<file path="src/rtl/timed_seq_pkg.sv">
// Shared field widths and decoded command types for the pin sequencer.
// Assumes the fixed 52-bit layout: opcode, pin index, cycle count.
package timed_seq_pkg;

    localparam int OP_W   = 4;
    localparam int IDX_W  = 5;
    localparam int CNT_W  = 43;
    localparam int CMD_W  = OP_W + IDX_W + CNT_W;
    localparam int OP_LSB  = IDX_W + CNT_W;
    localparam int IDX_LSB = CNT_W;

    // Opcode values the sequencer understands
    localparam logic [OP_W-1:0] OPC_HOLD       = 4'b0000;
    localparam logic [OP_W-1:0] OPC_SEC_HOLD   = 4'b0001;
    localparam logic [OP_W-1:0] OPC_WAIT_HOLD  = 4'b0010;
    localparam logic [OP_W-1:0] OPC_READ_WAIT  = 4'b1000;
    localparam logic [OP_W-1:0] OPC_READ_SEC   = 4'b1001;

    // What a command does once its wait is over
    typedef enum logic [1:0] {
        ACT_NONE  = 2'd0,
        ACT_WRITE = 2'd1,
        ACT_READ  = 2'd2
    } act_e;

    // Where the wait before the action comes from
    typedef enum logic [1:0] {
        WAIT_ZERO   = 2'd0,
        WAIT_COUNT  = 2'd1,
        WAIT_SECOND = 2'd2
    } wait_e;

    // Sequencer states
    typedef enum logic [1:0] {
        ST_IDLE  = 2'd0,
        ST_DELAY = 2'd1,
        ST_HOLD  = 2'd2
    } seq_state_e;

    typedef struct packed {
        act_e              act;
        wait_e             wait_src;
        logic [IDX_W-1:0]  idx;
        logic [CNT_W-1:0]  cnt;
    } seq_cmd_t;

endpackage

</file>
<file path="src/rtl/seq_decode.sv">
// Splits a raw command word into action, wait source, pin index and count.
// Purely combinational; unknown opcodes decode to ACT_NONE.
module seq_decode
    import timed_seq_pkg::*;
(
    input  logic [CMD_W-1:0] cmd_word,
    output seq_cmd_t         dec
);

    logic [OP_W-1:0] opc;
    assign opc = cmd_word[OP_LSB +: OP_W];

    // Map each opcode to its action and wait source
    always_comb begin
        dec.idx      = cmd_word[IDX_LSB +: IDX_W];
        dec.cnt      = cmd_word[CNT_W-1:0];
        dec.act      = ACT_NONE;
        dec.wait_src = WAIT_ZERO;
        case (opc)
            OPC_HOLD:      begin dec.act = ACT_WRITE; dec.wait_src = WAIT_ZERO;   end
            OPC_SEC_HOLD:  begin dec.act = ACT_WRITE; dec.wait_src = WAIT_SECOND; end
            OPC_WAIT_HOLD: begin dec.act = ACT_WRITE; dec.wait_src = WAIT_COUNT;  end
            OPC_READ_WAIT: begin dec.act = ACT_READ;  dec.wait_src = WAIT_COUNT;  end
            OPC_READ_SEC:  begin dec.act = ACT_READ;  dec.wait_src = WAIT_SECOND; end
            default:       begin dec.act = ACT_NONE;  dec.wait_src = WAIT_ZERO;   end
        endcase
    end

endmodule

</file>
<file path="src/rtl/cycle_timer.sv">
// Loadable down-counter. 'expire' is high in the last cycle of a loaded span.
// Assumes a load value of at least 1; the counter rests at zero otherwise.
module cycle_timer #(
    parameter int W = 43
) (
    input  logic         clk,
    input  logic         rst_n,
    input  logic         load,
    input  logic [W-1:0] load_val,
    output logic         expire
);

    logic [W-1:0] remain;

    // Load a new span or count the current one down to zero
    always_ff @(posedge clk) begin
        if (!rst_n)
            remain <= '0;
        else if (load)
            remain <= load_val;
        else if (remain != '0)
            remain <= remain - 1'b1;
    end

    // Flag the final cycle of the span
    assign expire = (remain == W'(1));

    p_count_down_r2: assert property (@(posedge clk) disable iff (!rst_n)
        (remain != '0 && !load) |=> (remain == $past(remain) - 1'b1));

endmodule

</file>
<file path="src/rtl/pin_bank.sv">
// Bank of single-bit output registers with per-pin set/clear, plus an
// input-pin selector. Assumes set and clear never target a pin together.
module pin_bank #(
    parameter int NUM_PINS = 32,
    parameter int SEL_W    = $clog2(NUM_PINS)
) (
    input  logic                clk,
    input  logic                rst_n,
    input  logic                set_en,
    input  logic                clr_en,
    input  logic [SEL_W-1:0]    sel,
    input  logic [NUM_PINS-1:0] pin_in,
    output logic [NUM_PINS-1:0] pin_out,
    output logic                sample
);

    for (genvar g = 0; g < NUM_PINS; g++) begin : g_pin
        // One output register: raised or dropped only when selected
        always_ff @(posedge clk) begin
            if (!rst_n)
                pin_out[g] <= 1'b0;
            else if (set_en && sel == SEL_W'(g))
                pin_out[g] <= 1'b1;
            else if (clr_en && sel == SEL_W'(g))
                pin_out[g] <= 1'b0;
        end
    end

    // Present the selected input pin for sampling
    assign sample = pin_in[sel];

    p_one_pin_r10: assert property (@(posedge clk) disable iff (!rst_n)
        $onehot0(pin_out));

endmodule

</file>
<file path="src/rtl/pin_sequencer.sv">
// Timed pin write/read sequencer. Accepts one command when idle, waits the
// decoded delay, then either holds a pin high for the count or samples an
// input pin and pulses rd_valid. Assumes pin_in is synchronous to clk.
module pin_sequencer
    import timed_seq_pkg::*;
#(
    parameter int                NUM_PINS      = 32,
    parameter logic [CNT_W-1:0]  SECOND_CYCLES = 43'd125_000_000
) (
    input  logic                clk,
    input  logic                rst_n,
    input  logic                cmd_valid,
    output logic                cmd_ready,
    input  logic [CMD_W-1:0]    cmd_data,
    input  logic [NUM_PINS-1:0] pin_in,
    output logic [NUM_PINS-1:0] pin_out,
    output logic                rd_valid,
    output logic                rd_data
);

    localparam int SEL_W = $clog2(NUM_PINS);

    seq_cmd_t         dec;
    seq_state_e       state_q, state_d;
    act_e             act_q;
    logic [SEL_W-1:0] idx_q;
    logic [CNT_W-1:0] cnt_q;

    logic             accept;
    logic [CNT_W-1:0] wait_len;
    logic             tmr_load;
    logic [CNT_W-1:0] tmr_val;
    logic             tmr_expire;
    logic             pin_set, pin_clr, fire_read;
    logic [SEL_W-1:0] bank_sel;
    logic             bank_sample;

    seq_decode u_dec (
        .cmd_word (cmd_data),
        .dec      (dec)
    );

    cycle_timer #(.W(CNT_W)) u_tmr (
        .clk      (clk),
        .rst_n    (rst_n),
        .load     (tmr_load),
        .load_val (tmr_val),
        .expire   (tmr_expire)
    );

    pin_bank #(.NUM_PINS(NUM_PINS), .SEL_W(SEL_W)) u_bank (
        .clk     (clk),
        .rst_n   (rst_n),
        .set_en  (pin_set),
        .clr_en  (pin_clr),
        .sel     (bank_sel),
        .pin_in  (pin_in),
        .pin_out (pin_out),
        .sample  (bank_sample)
    );

    assign cmd_ready = (state_q == ST_IDLE);
    assign accept    = cmd_valid && cmd_ready;
    assign bank_sel  = cmd_ready ? dec.idx[SEL_W-1:0] : idx_q;

    // Length of the wait chosen by the incoming command
    always_comb begin
        case (dec.wait_src)
            WAIT_COUNT:  wait_len = dec.cnt;
            WAIT_SECOND: wait_len = SECOND_CYCLES;
            default:     wait_len = '0;
        endcase
    end

    // Sequencing: decide timer loads, pin actions and next state
    always_comb begin
        state_d   = state_q;
        tmr_load  = 1'b0;
        tmr_val   = '0;
        pin_set   = 1'b0;
        pin_clr   = 1'b0;
        fire_read = 1'b0;
        case (state_q)
            ST_IDLE: begin
                if (accept && dec.act != ACT_NONE) begin
                    if (wait_len != '0) begin
                        tmr_load = 1'b1;
                        tmr_val  = wait_len;
                        state_d  = ST_DELAY;
                    end else if (dec.act == ACT_READ) begin
                        fire_read = 1'b1;
                    end else if (dec.cnt != '0) begin
                        pin_set  = 1'b1;
                        tmr_load = 1'b1;
                        tmr_val  = dec.cnt;
                        state_d  = ST_HOLD;
                    end
                end
            end
            ST_DELAY: begin
                if (tmr_expire) begin
                    if (act_q == ACT_READ) begin
                        fire_read = 1'b1;
                        state_d   = ST_IDLE;
                    end else if (cnt_q != '0) begin
                        pin_set  = 1'b1;
                        tmr_load = 1'b1;
                        tmr_val  = cnt_q;
                        state_d  = ST_HOLD;
                    end else begin
                        state_d  = ST_IDLE;
                    end
                end
            end
            ST_HOLD: begin
                if (tmr_expire) begin
                    pin_clr = 1'b1;
                    state_d = ST_IDLE;
                end
            end
            default: state_d = ST_IDLE;
        endcase
    end

    // State register and captured command fields
    always_ff @(posedge clk) begin
        if (!rst_n) begin
            state_q <= ST_IDLE;
            act_q   <= ACT_NONE;
            idx_q   <= '0;
            cnt_q   <= '0;
        end else begin
            state_q <= state_d;
            if (accept) begin
                act_q <= dec.act;
                idx_q <= dec.idx[SEL_W-1:0];
                cnt_q <= dec.cnt;
            end
        end
    end

    // Read result register with one-cycle strobe
    always_ff @(posedge clk) begin
        if (!rst_n) begin
            rd_valid <= 1'b0;
            rd_data  <= 1'b0;
        end else begin
            rd_valid <= fire_read;
            if (fire_read)
                rd_data <= bank_sample;
        end
    end

    p_nop_quiet_r9: assert property (@(posedge clk) disable iff (!rst_n)
        (accept && dec.act == ACT_NONE) |=>
            (cmd_ready && !rd_valid && pin_out == $past(pin_out)));

    p_pin_busy_r2: assert property (@(posedge clk) disable iff (!rst_n)
        (pin_out != '0) |-> !cmd_ready);

    p_hold_start_r3: assert property (@(posedge clk) disable iff (!rst_n)
        (accept && dec.act == ACT_WRITE && dec.wait_src == WAIT_ZERO && dec.cnt != '0)
            |=> (!cmd_ready && pin_out != '0));

    p_zero_write_r8: assert property (@(posedge clk) disable iff (!rst_n)
        (accept && dec.act == ACT_WRITE && dec.wait_src != WAIT_SECOND && dec.cnt == '0)
            |=> (cmd_ready && pin_out == '0));

endmodule

</file>
<file path="config.mk">
export PLATFORM = sky130hd
export DESIGN_NAME = pin_sequencer
export DESIGN_NICKNAME = d
export VERILOG_FILES = /design/src/rtl/timed_seq_pkg.sv /design/src/rtl/seq_decode.sv /design/src/rtl/cycle_timer.sv /design/src/rtl/pin_bank.sv /design/src/rtl/pin_sequencer.sv
export SDC_FILE = /design/constraint.sdc
export NUM_CORES = 1
export LEC_CHECK = 0
export BUFFER_PORTS_ARGS = -buffer_cell sky130_fd_sc_hd__buf_2
export CORE_ASPECT_RATIO = 2
export CORE_MARGIN = 2
export CORE_UTILIZATION = 50
export DETAILED_ROUTE_END_ITERATION = 10
export PLACE_DENSITY = 0.73
export SETUP_SLACK_MARGIN = 0.2
export SYNTH_ARGS = -nofsm -noshare
export SYNTH_HDL_FRONTEND = slang
export SYNTH_SLANG_ARGS = --single-unit
</file>
<file path="constraint.sdc">
create_clock -name clk -period 3.3 [get_ports clk]
set_clock_uncertainty 0.2 [all_clocks]
set_input_delay 0.165 -clock clk [delete_from_list [all_inputs] [get_ports clk]]
set_output_delay 0.165 -clock clk [all_outputs]
set_load 0.05 [all_outputs]
</file>
* Word-level counts from Yosys, hierarchy flattened
Index checks and enable logic that the tools add are counted.
** Word-level totals
- Register bits after elaboration :: 129
- Input port bits :: 87
- Word-level logic and storage cells :: 303
** Cells by class
- $add $sub $neg :: 1
- Order comparisons :: 1
- Equal/unequal tests :: 47
- Mux-type cells :: 107
- Reductions and logical operators :: 108
** Operators with widths (number)
- two-way mux 43 bit :: 9
- case mux 43 bit (2 select lines) :: 2
- nonzero test 43 bit :: 4
- two-way mux 1 bit :: 81
- == test 5 bit, second input constant :: 16
- nonzero test 2 bit :: 34
- logical AND 1 bit :: 66
- == test 43 x 1 -> 1 bit, second input constant :: 1
- subtractor 43 x 1 -> 43 bit, second input constant :: 1
- == test 5 x 4 -> 1 bit, second input constant :: 8
- == test 5 x 3 -> 1 bit, second input constant :: 4
- case mux 4 bit (5 select lines) :: 1
- two-way mux 2 bit :: 8
- == test 5 x 2 -> 1 bit, second input constant :: 2
- == test 2 bit, second input constant :: 4
- == test 4 bit, second input constant :: 2
- less-than comparator 5 x 6 -> 1 bit, second input constant :: 1
- case mux 1 bit (2 select lines) :: 3
- case mux 2 bit (3 select lines) :: 1
- binary-select mux 1 bit (select 5 bit) :: 1
- == test 5 x 1 -> 1 bit, second input constant :: 1
- zero test 5 bit :: 1
- two-way mux 5 bit :: 1
- AND reduction 5 bit :: 1
- other kinds (9) :: 11

* Logic depth before layout (Yosys ltp)
Gate-level depths: netlist (run 1).
- Depth in word-level cells :: 10
- Mapped depth :: 13
- Mapped depth without buffers :: 11

* Modules after synthesis
From an unflattened synthesis (run 1), not the netlist that was laid out.
** Second synthesis, totals
- Cell total of the unflattened synthesis :: 948
- Area, all modules :: 7626.1 um^2
** By module, submodules not included
- pin_sequencer :: times used 1, cells an instance 391, area each 3029.2 um^2, sequential area each 1081.0 um^2
- cycle_timer :: times used 1, cells an instance 292, area each 2466.1 um^2, sequential area each 860.8 um^2
- pin_bank :: times used 1, cells an instance 212, area each 1729.2 um^2, sequential area each 640.6 um^2
- seq_decode :: times used 1, cells an instance 53, area each 401.6 um^2, sequential area each 0.0 um^2

* Worst setup path before layout (run 1)
Ideal clock, no wire load.
- Path type :: flip-flop to flip-flop
- Start point :: register state_q[1]
- End point :: register rd_data
- Arrival time :: 2.512 ns
- Data required time :: 3.014 ns
- Setup slack :: 0.503 ns
- Cell stages (with the launch flop) :: 10
- Buffers on the path :: 2
- Period minus slack after synthesis :: 2.797 ns
- Cells stage by stage :: dfxtp_1 buf_4 nor2_1 clkbuf_1 mux2i_1 nand2_1 a221o_1 o211ai_1 o22ai_1 a211oi_1
** On the way
- Cells in the longest elaborated chain, start to end :: 5
- Elaborated cells on any way between the ends :: 9
- Classes of those cells :: 1 x eq/ne; 5 x mux; 3 x reduce/logical
** RTL lines
- from (decl) :: RTL line pin_sequencer.sv:24 : seq_state_e state_q, state_d;
- from (signal assigned) :: RTL line pin_sequencer.sv:133 : state_q <= state_d;
- zero test 2 bit * :: RTL line pin_sequencer.sv:62 : assign cmd_ready = (state_q == ST_IDLE);
- net cmd_ready :: RTL line pin_sequencer.sv:13 : output logic cmd_ready,
- branches (longest 4 deep; another with two-way mux 5 bit)
- to (signal assigned) :: RTL line pin_sequencer.sv:150 : rd_data <= bank_sample;
- to (decl) :: RTL line pin_sequencer.sv:18 : output logic rd_data
Mark *: on every way through the listed nets, which the timed path passes. The select of a mux whose other input is x is not followed.
A chain may end at the register's enable or synchronous reset.

* Final worst setup path (run 1)
- Start point :: register u_tmr.remain[34]
- End point :: register u_tmr.remain[12]
** On the way
- Cells in the longest elaborated chain, start to end :: 4
- Elaborated cells on any way between the ends :: 8
- Classes of those cells :: 1 x eq/ne; 5 x mux; 2 x reduce/logical
** RTL lines
- from (decl) :: RTL line cycle_timer.sv:13 : logic [W-1:0] remain;
- from (signal assigned) :: RTL line cycle_timer.sv:20 : remain <= load_val;
- from (signal assigned) :: RTL line cycle_timer.sv:22 : remain <= remain - 1'b1;
- == test 43 x 1 -> 1 bit :: RTL line cycle_timer.sv:26 : assign expire = (remain == W'(1));
- two-way mux 43 bit / two-way mux 1 bit (equally long branches) :: RTL line pin_sequencer.sv:101 : if (tmr_expire) begin
- case mux 43 bit (2 select lines) / case mux 1 bit (2 select lines) (equally long branches) :: RTL line pin_sequencer.sv:83 : case (state_q)
- two-way mux 43 bit / nonzero test 2 bit (equally long branches)
Parallel ways exist; a longest one is shown, timed or not.

==> reports/metrics.yaml, run 1 <==
run_status: "finished, final reports clean"
cts_tree: "yes"
synth_edf_count: 0
ys_async_sr_fraction_pct: 0
place.detailed.hpwl_um: 16600
grt_max_degree: 44
clockBufferDepth: 2
clkSinkCount: 129
final_area_mm2: 0.00887
first_iter_violations: 560
die_height_um: 167
layout-drive-gt1-share_pct: 24.5
grt_pass1_wl_um: 35900
p_leak_nw: 3.65
core-area_mm2: 0.0130
rows: 59
cts_made_buffers: 17
end_kind: "flip-flop"
worst_slack_ps: 269
startpoint_type: "flip-flop"
path_clk_slew_ps: 60
die-area_mm2: 0.0143
ys_types: 62
ys_seq_area_share_pct: 38.8
crit_fanout: 17
grt_overflow: 0
synth-seq-cells: 129
routed_wl_um: 23200
initial_utilization_pct: 51.2
drt_first_pass_iters: 5
globalplace.congestion: 0.959
slew_headroom_pct: 52.2
port_buffers: 121
grt_pass1_vias: 7126
dpl_cell_area_mm2: 0.00764
syn_nets: 931
antenna_found_initial: 0
netlist_area_mm2: 0.00665
drv_cap: 0
syn_avg_cell_area_um2: 7.92
period_share_pct: 91.8
period_minus_slack_ps: 3030
slew_viol_final: 0
io_pins: 122
hold_path.class: "in -> reg"
syn_inst: 840
gr-usage-all-layers_pct: 32.1
dp_slack_ps: 82.1
cts_root_buffer: "clkbuf_16"
rsz0062_at_grt: "true"
wl_per_cell_um: 19.3
ir_worst_vdd_uv: 605
setup_viol: 0
path_class: "reg -> reg"
clk_latency_ps: 420
synth_ff_type: "dfxtp_1"
fmax_mhz: 330
area_growth_pct: 33.4
tightest_slew_ps: 698
setup_tns_ps: 0
drc_errors: 0
hold_viol: 0
diodes: 0
pwr_density_cell_mw_per_mm2: 723
htree_levels: 4
die_x_um: 85.6
avgViaCountPerCell: 6.09
drtAntennaViolNets: 0
num_vias: 7328
required_ps: 3440
nets: 1129
yosysWarnings: 0
arrival_ps: 3170
final cells by class:
type,count,area [um2]
Timing Repair Buffer,232,1590
Fill cell,1064,4120
Tap cell,152,190
Multi-Input combinational cell,650,3880
Clock buffer,18,439
Clock inverter,14,166
Sequential cell,129,2580
Inverter,8,30.0
layout by cell type (no fill, tap or decap), drive strengths merged, types with 16 or more instances in the layout:
master | Yosys | routed
nand2 | 186 | 186
buf | 19 | 185
dfxtp | 129 | 129
a21oi | 70 | 70
o21ai | 49 | 49
dlygate4sd3 | 0 | 47
nor4 | 40 | 40
nor2 | 36 | 36
o211ai | 33 | 33
nor3 | 27 | 27
a22oi | 23 | 23
xor2 | 22 | 22
nand3 | 19 | 19
xnor2 | 18 | 18
clkbuf | 34 | 18
a31oi | 17 | 17
inv | 8 | 16
per-layer routing:
layer	global-route usage [%]	vias up	part of all wire, %
met5	0	-	0
met4	22.9	0	7.8
met3	5.57	106	4.5
met2	59.1	328	53
met1	31.1	3448	35
li1	-	3446	-
power breakdown:
part	total, mW	leakage, nW	switching (mW)	internal, mW
Clock	1.95	0.301	0.787	1.16
Combinational	2.42	2.29	1.34	1.08
Sequential	2.05	1.05	0.261	1.79
stage by stage:
step	hold slack (ps)	utilization [%]	total power, mW	std cells
floorplan	97.8	-	3.59	840
global placement	217	58.8	4.22	1113
detailed placement	231	58.8	4.25	1113
CTS	9.10	67.2	6.25	1192
global route	-2.72	68.3	6.73	1203
finish	16.7	68.3	6.41	1203
registers in the layout (all words and copies together), names as in the netlist:
register,count
u_bank.pin_out,32
state_q,2
rd_valid,1
u_tmr.remain,43
act_q,2
rd_data,1
idx_q,5
cnt_q,43
cells by family (layout without fill, tap and decap cells):
logic type | after synthesis | in the layout | synth area share [%]
compound gates | 220 | 220 | 20.8
xor+xnor | 40 | 40 | 5.27
mux | 20 | 20 | 3.52
fa+ha+maj | 4 | 4 | 0.752
flops | 129 | 129 | 38.8
simple gates | 366 | 366 | 26.9
buf+inv | 61 | 272 | 3.91
timing repair:
item	CTS	global route
hold endpoints to repair	81	0
setup endpoints to repair	15	64
gates resized for setup	3	13
gates cloned	0	1
hold buffers	47	0
pin swaps	0	6
setup buffers	0	10
worst max-delay path: stages (launching register included):
cell	delay (ps)
dfxtp_1	380
or4_4	580
nor4_4	340
nand2_2	150
nor4_4	380
buf_6	180
buf_12	110
or2b_2	190
o21ai_4	90
buf_12	190
a31oi_1	150
path summary, 6_finish.rpt:
check | from | end | slack (ps) | cells after the start
setup / recovery | u_tmr.remain[34]$_SDFFE_PN0P_ | u_tmr.remain[12]$_SDFFE_PN0P_ | 270 | 10
hold / removal | cmd_data[21] | cnt_q[21]$_SDFFE_PN0P_ | 20 | 4
setup reg to reg | u_tmr.remain[34]$_SDFFE_PN0P_ | u_tmr.remain[12]$_SDFFE_PN0P_ | 270 | 10
hold reg to reg | act_q[1]$_SDFFE_PN0P_ | act_q[1]$_SDFFE_PN0P_ | 260 | 2
synthesized netlist by cell type, drive strengths merged, types with 7 or more instances:
| library cell | n | area (um2) |
|---|---|---|
| a21oi | 70 | 354 |
| or4 | 14 | 109 |
| nand4 | 10 | 68.8 |
| nor4 | 40 | 293 |
| mux2i | 11 | 110 |
| nor2 | 36 | 135 |
| dfxtp | 129 | 2580 |
| inv | 8 | 30.0 |
| nand2 | 186 | 701 |
| xor2 | 22 | 193 |
| mux2 | 7 | 78.8 |
| o211ai | 33 | 248 |
| buf | 19 | 103 |
| a22oi | 23 | 173 |
| xnor2 | 18 | 158 |
| a31oi | 17 | 106 |
| clkbuf | 34 | 128 |
| nor3 | 27 | 145 |
| nand3 | 19 | 95.1 |
| o21ai | 49 | 249 |
| nand2b | 7 | 43.8 |
Power figures use the tool's default switching activity.
==> run 2, diff against run 1 <==
--- a/config.mk
+++ b/config.mk
@@ -11,7 +11,7 @@
 export CORE_UTILIZATION = 50
 export DETAILED_ROUTE_END_ITERATION = 10
 export PLACE_DENSITY = 0.73
-export SETUP_SLACK_MARGIN = 0.2
+export SETUP_SLACK_MARGIN = 0.5
 export SYNTH_ARGS = -nofsm -noshare
 export SYNTH_HDL_FRONTEND = slang
 export SYNTH_SLANG_ARGS = --single-unit
==> run 2 against run 1 <==
Critical path depth is the same. Global-route usage grew 1.3 points. Core utilization grew 2.5 points. Final cell count grew 1.6%. Power grew 6.4%. Worst setup slack gained 210 ps. Clock power is essentially flat. Design area grew 3.7%. Via count grew 2.1%. Die area is the same. Hold slack lost 2.8 ps. Critical endpoint is now u_tmr.remain[19]$_SDFFE_PN0P_.
==> reports/metrics.yaml, run 2 (same netlist as run 1, synthesis figures left out) <==
hold_path.class: "in -> reg"
combPwrFrac_pct: 41.0  # +3.3 points
clkSinkCount: 129  # unchanged
place.detailed.hpwl_um: 16600  # unchanged
initial_utilization_pct: 51.2  # unchanged
core-area_mm2: 0.0130  # unchanged
num_vias: 7485  # +2.1%
critPathCapture: "u_tmr.remain[19]$_SDFFE_PN0P_"
fmax_mhz: 354  # +7.4%
htree_levels: 4  # unchanged
nets: 1148  # +1.7%
end_kind: "flip-flop"
arrival_ps: 2910  # -260 ps
wl_per_cell_um: 20.0  # +3.9%
startpoint_type: "primary input"
path_class: "in -> reg"
routed_wl_um: 24500  # +5.5%
r2r-start: "cnt_q[5]$_SDFFE_PN0P_"
tightest_slew_ps: 737  # +39.9 ps
period_share_pct: 85.5  # -6.3 points
drv_cap: 0  # unchanged
cts_made_buffers: 17  # unchanged
globalplace.congestion: 0.959  # unchanged
required_ps: 3390  # -50 ps
slew_viol_final: 0  # unchanged
power_mw: 6.82  # +6.4%
layout_common_cells: "185 x nand2_1, 124 x dfxtp_1, 122 x buf_2, 72 x buf_4, 69 x a21oi_1"
io_pins: 122  # unchanged
setup_tns_ps: 0  # unchanged
diodes: 0  # unchanged
antenna_found_initial: 0  # unchanged
cts_root_buffer: "clkbuf_16"
run_status: "finished, final reports clean"
grt_pass1_wl_um: 37300  # +3.9%
clockPowerShare_pct: 28.5  # -1.9 points
power_frac_seq_pct: 30.4  # -1.5 points
gr-usage-all-layers_pct: 33.5  # +1.3 points
seq_area_mm2: 0.00259  # +0.34%
clk_latency_ps: 420  # about the same
r2r_setup_slack_ps: 490  # +220 ps
hold_viol: 0  # unchanged
rows: 59  # unchanged
setup_viol: 0  # unchanged
slew_headroom_pct: 50.5  # -1.7 points
area_growth_pct: 38.3
rr_endpoint: "u_tmr.remain[19]$_SDFFE_PN0P_"
pwr_density_cell_mw_per_mm2: 742  # +2.6%
timing.hold.ws_ps: 13.9  # -2.83 ps
period_minus_slack_ps: 2820  # -209 ps
port_buffers: 121  # unchanged
layout-drive-gt1-share_pct: 28.3  # +3.9 points
clockBufferDepth: 2  # unchanged
nFillCells: 999  # -6.1%
avgViaCountPerCell: 6.13  # +0.55%
p_leak_nw: 3.77  # +3.3%
path_clk_slew_ps: 60  # about the same
multi_input_area_mm2: 0.00403  # +4.0%
die_x_um: 85.6  # unchanged
layout_commonest_cell: "nand2_1"
reg2reg_depth: 10  # unchanged
p_int_mw: 4.25  # +5.5%
switching_share_pct: 37.7  # +0.51 points
reg.largest.list: "cnt_q x43, u_tmr.remain x43, u_bank.pin_out x32"
crit_fanout: 13  # -4
drtAntennaViolNets: 0  # unchanged
drc_errors: 0  # unchanged
drt_first_pass_iters: 6  # +1
rsz0062_at_grt: "true"
grt_pass1_vias: 7352  # +3.2%
first_iter_violations: 597  # +6.6%
grt_max_degree: 44  # unchanged
worstSetupStartpoint: "cmd_data[36]"
min_path_cells: 4  # unchanged
die-area_mm2: 0.0143  # unchanged
cts_tree: "yes"
die_height_um: 167  # unchanged
ir_worst_vdd_uv: 624  # +3.1%
grt_overflow: 0  # unchanged
p_switching_mw: 2.57  # +7.8%
[run 2: cell count changes in the layout (fill, tap and decap cells not counted), sizes merged]
cell	before	now
nor2b	3	4
buf	185	203
[run 2: timing repair]
action	CTS	global route
pin swaps	6	14
setup buffers	12	14
gates cloned	3	1
setup endpoints to repair	76	76
resized for setup	39	29
endpoints found under the hold margin	82	0
hold buffers	47	0
[run 2: cell type report]
cell class	count	area share (%)
sequential	129	28.2
multi-input combinational	651	43.8
inverter	8	0.327
tap	152	2.07
clock inverter	14	1.81
clock buffer	18	4.78
timing repair buffer	250	19.0
[run 2: how the worst min path moves through the flow]
stage                 start                             to  slack [ps]
6_report       cmd_data[21]         cnt_q[21]$_SDFFE_PN0P_          10
5_1_grt        cmd_data[21]         cnt_q[21]$_SDFFE_PN0P_          -2
4_1_cts        cmd_data[21]         cnt_q[21]$_SDFFE_PN0P_           9
3_5_place_dp   cmd_data[47]          idx_q[4]$_SDFFE_PN0P_         230
3_3_place_gp   cmd_data[47]          idx_q[4]$_SDFFE_PN0P_         220
2_1_floorplan  cmd_data[39]  u_tmr.remain[39]$_SDFFE_PN0P_         100
[run 2: layer usage]
| metal | track usage [%] | wire, um | up-vias |
|---|---|---|---|
| met4 | 24.1 | 2000 | 0 |
| met2 | 61.7 | 13000 | 397 |
| met3 | 5.67 | 1450 | 116 |
| met1 | 32.3 | 8070 | 3484 |
| li1 | - | - | 3488 |
| met5 | 0 | 0 | - |
[run 2: through the flow]
stage | worst slack, ps | area, um2 | util, % | instances
detailed placement | 82.1 | 7640 | 58.8 | 1113
global route | 441 | 9200 | 70.8 | 1222
global placement | 177 | 7640 | 58.8 | 1113
floorplan | 503 | 6650 | - | 840
CTS | 479 | 8980 | 69.1 | 1207
finish | 478 | 9200 | 70.8 | 1222
[run 2: critical path, stage by stage]
cell,delay [ps]
dlygate4sd3_1,560
buf_2,150
nor4_1,180
nand2_1,240
or4_1,560
nand2_1,170
mux2i_2,110
buf_4,230
a22oi_1,390
a21oi_1,140
[run 2: power groups by stage]
stage / clock network, mW / registers, mW / logic [mW]
after floorplan: 0 / 2.00 / 1.59
after global placement: 0 / 2.06 / 2.16
after detailed placement: 0 / 2.06 / 2.19
after CTS: 1.95 / 2.04 / 2.44
after global routing: 2.02 / 2.10 / 3.01
final: 1.95 / 2.08 / 2.80
==> run 3, diff against run 2 <==
--- a/config.mk
+++ b/config.mk
@@ -5,12 +5,12 @@
 export SDC_FILE = /design/constraint.sdc
 export NUM_CORES = 1
 export LEC_CHECK = 0
+export ABC_AREA = 1
 export BUFFER_PORTS_ARGS = -buffer_cell sky130_fd_sc_hd__buf_2
 export CORE_ASPECT_RATIO = 2
-export CORE_MARGIN = 2
 export CORE_UTILIZATION = 50
 export DETAILED_ROUTE_END_ITERATION = 10
-export PLACE_DENSITY = 0.73
+export PLACE_DENSITY = 0.71
 export SETUP_SLACK_MARGIN = 0.5
 export SYNTH_ARGS = -nofsm -noshare
 export SYNTH_HDL_FRONTEND = slang
==> run 3 against run 2 <==
Clock-buffer cell count grew 4. Worst setup slack improved by 160 ps. Via count grew 30%. Routed wire length is 19% higher. Largest cell class unchanged. Highest routed layer unchanged.
==> reports/metrics.yaml, run 3 <==
nFillCells: 1623  # +62%
synthMuxAreaShare_pct: 0  # -3.5 points
synth_top_area_share_pct: 30.3  # -8.5 points
num_vias: 9700  # +30%
ys_types: 41  # -34%
die-area_mm2: 0.0176  # +23%
layout_common_cells: "404 x nand2_1, 209 x nor2_1, 129 x dfxtp_1, 125 x a21oi_1"
synth-seq-cells: 129  # unchanged
layout-drive-gt1-share_pct: 14.7  # -14 points
end_kind: "flip-flop"
path_buf_inv: 2  # -1
syn_inst: 1417  # +69%
slew_headroom_pct: 52.5  # +2.0 points
die_x_um: 94.3  # +10%
pwr_density_cell_mw_per_mm2: 763  # +2.8%
reg2reg_depth: 12  # +2
synthSimpleGateAreaFrac_pct: 39.8  # +13 points
drv_cap: 0  # unchanged
worstSetupStartpoint: "u_tmr.remain[0]$_SDFFE_PN0P_"
globalplace.congestion: 0.962  # +0.29%
rr_endpoint: "u_tmr.remain[1]$_SDFFE_PN0P_"
cts_tree: "yes"
cpPeakStageDelay_ps: 370  # -190 ps
tightest_slew_ps: 713  # -24.9 ps
grt_overflow: 0  # unchanged
ir_worst_vdd_uv: 451  # -28%
rows: 67  # +14%
synth_common_cells: "404 x nand2_1, 209 x nor2_1, 129 x dfxtp_1"
yosysWarnings: 0  # unchanged
drtAntennaViolNets: 0  # unchanged
dp_slack_ps: 86.3  # +4.25 ps
gr-usage-all-layers_pct: 33.7  # +0.26 points
ys_async_sr_fraction_pct: 0  # unchanged
diodes: 0  # unchanged
antenna_found_initial: 0  # unchanged
period_minus_slack_ps: 2660  # -163 ps
post_synth_xor_area_fraction_pct: 3.29  # -2.0 points
grt_pass1_wl_um: 45700  # +23%
arrival_ps: 2810  # -100 ps
required_ps: 3460  # +70 ps
cts_root_buffer: "clkbuf_16"
synth_compound_area_share_pct: 16.4  # -4.4 points
grt_max_degree: 51  # +16%
run_status: "finished, final reports clean"
core-area_mm2: 0.0167  # +28%
r2r-start: "u_tmr.remain[0]$_SDFFE_PN0P_"
first_iter_violations: 515  # -14%
ys_seq_area_share_pct: 30.3  # -8.5 points
initial_utilization_pct: 51.1  # -0.11 points
dpl_cell_area_mm2: 0.00927  # +21%
p_leak_nw: 5.21  # +38%
drt_first_pass_iters: 5  # -1
worst_slack_ps: 641  # +163 ps
synth_ff_type: "dfxtp_1"
fin_util_pct: 63.0  # -7.8 points
cts_made_buffers: 17  # unchanged
period_share_pct: 80.6  # -4.9 points
setup_viol: 0  # unchanged
clockBufferDepth: 2  # unchanged
nets: 1667  # +45%
hold_path.class: "in -> reg"
path_cells: "inv_1 -> ha_1 -> nand2_1 -> nor2_4 -> nand2_1 -> nor2_2 -> nand4_4 -> nand2_1 -> inv_1 -> nor2_1 -> nor2_1 -> nor2_1"
synth_top_cell_by_area: "dfxtp_1"
clk_latency_ps: 430  # about the same
port_buffers: 121  # unchanged
grt_pass1_vias: 9310  # +27%
die_height_um: 187  # +12%
avgViaCountPerCell: 5.40  # -12%
slew_viol_final: 0  # unchanged
routed_wl_um: 29100  # +19%
cp.depth: 12  # +2
synth_top_family_by_area: "simple AND/OR/NAND/NOR gates"
io_pins: 122  # unchanged
wl_per_cell_um: 16.2  # -19%
seq_area_mm2: 0.00258  # -0.34%
area_growth_pct: 23.3
critPathCapture: "u_tmr.remain[1]$_SDFFE_PN0P_"
netlist_area_mm2: 0.00852  # +28%
layout_commonest_cell: "nand2_1"
rsz0062_at_grt: "false"
syn_avg_cell_area_um2: 6.01  # -24%
syn_nets: 1508  # +62%
fmax_mhz: 376  # +6.1%
place.detailed.hpwl_um: 21300  # +28%
multi_input_area_mm2: 0.00517  # +28%
setup_tns_ps: 0  # unchanged
synth_most_common_cell: "nand2_1"
crit_fanout: 16  # +3
crit_family: "simple AND/OR/NAND/NOR gates"
drc_errors: 0  # unchanged
startpoint_type: "flip-flop"
path_clk_slew_ps: 60  # about the same
synthAdderAreaFrac_pct: 0.587  # -0.17 points
r2r_setup_slack_ps: 640  # +150 ps
htree_levels: 4  # unchanged
reg.largest.list: "cnt_q x43, u_tmr.remain x43, u_bank.pin_out x32"
path_class: "reg -> reg"
clkSinkCount: 129  # unchanged
hold_viol: 0  # unchanged
synthTopCellsByArea: "dfxtp_1 30%, nand2_1 18%, nor2_1 9.2%"
cp_slowest_cell: "dfxtp_1"
synth_edf_count: 0  # unchanged
final_area_mm2: 0.0105  # +14%
==> run 3: changes by cell type after synthesis, moves of 16 or more <==
cell	delta
nand2_1	+219
nor2_1	+173
inv_1	+114
nand3_1	+82
o21ai_0	+65
a21oi_1	+56
nor4_1	-32
o211ai_1	-29
a22oi_1	-23
a31oi_1	-16
==> run 3: final cells by class <==
| cell class | instances | area share [%] |
|---|---|---|
| Clock buffer | 22 | 4.42 |
| Clock inverter | 10 | 1.50 |
| Inverter | 131 | 4.70 |
| Multi-Input combinational cell | 1094 | 49.2 |
| Sequential cell | 129 | 24.6 |
| Tap cell | 207 | 2.47 |
| Timing Repair Buffer | 203 | 13.2 |
==> run 3: worst min-delay path, cell delays in order <==
cell     delay (ps)
buf_2           110
nand2_1          50
o21ai_0          70
a21oi_1          80
a21oi_1         110
==> run 3: how the worst min path moves through the flow <==
stage                 startpoint                       endpoint  cells after the start
detailed placement  cmd_data[46]          idx_q[3]$_SDFFE_PN0P_                      3
global placement    cmd_data[45]          idx_q[2]$_SDFFE_PN0P_                      3
floorplan           cmd_data[20]         cnt_q[20]$_SDFFE_PN0P_                      2
global route        cmd_data[39]  u_tmr.remain[39]$_SDFFE_PN0P_                      5
finish              cmd_data[38]  u_tmr.remain[38]$_SDFFE_PN0P_                      5
CTS                 cmd_data[38]  u_tmr.remain[38]$_SDFFE_PN0P_                      5
==> run 3: report_power, final <==
group | leakage (nW) | internal (mW) | total, mW | switching, mW
combinational | 3.85 | 1.27 | 3.90 | 2.63
clock | 0.296 | 1.30 | 2.04 | 0.737
sequential | 1.06 | 1.82 | 2.07 | 0.248
total | 5.21 | 4.40 | 8.01 | 3.61
==> run 3: metrics by stage <==
step           instances  total power, mW  hold slack [ps]
2_1_floorplan       1417             4.82              114
3_3_place_gp        1707             5.83              233
3_5_place_dp        1707             5.83              244
4_1_cts             1791             7.95             3.27
5_1_grt             1796             8.51             94.6
6_report            1796             8.01             15.8
==> run 3: cell families after synthesis <==
kind of cell               count (synthesis)
buffers and inverters                    195
DFF                                      129
AOI/OAI and AO/OA                        265
and+or+nand+nor                          792
xor gates and xnor gates                  32
adders and majority gates                  4
==> run 3: repair_timing <==
action	in CTS	in global routing
setup buffers	0	4
cloned	0	1
endpoints found under the hold margin	54	0
endpoints found under the setup margin	1	69
resized for setup	1	12
pin swaps	0	3
hold buffers	52	0
==> run 3: per-layer routing <==
| layer | global-route usage [%] | vias up | wire length, um |
|---|---|---|---|
| met2 | 62.0 | 348 | 15500 |
| met3 | 4.36 | 102 | 1250 |
| met5 | 0 | - | 0 |
| met1 | 34.1 | 4388 | 10500 |
| li1 | - | 4862 | - |
| met4 | 22.2 | 0 | 1900 |
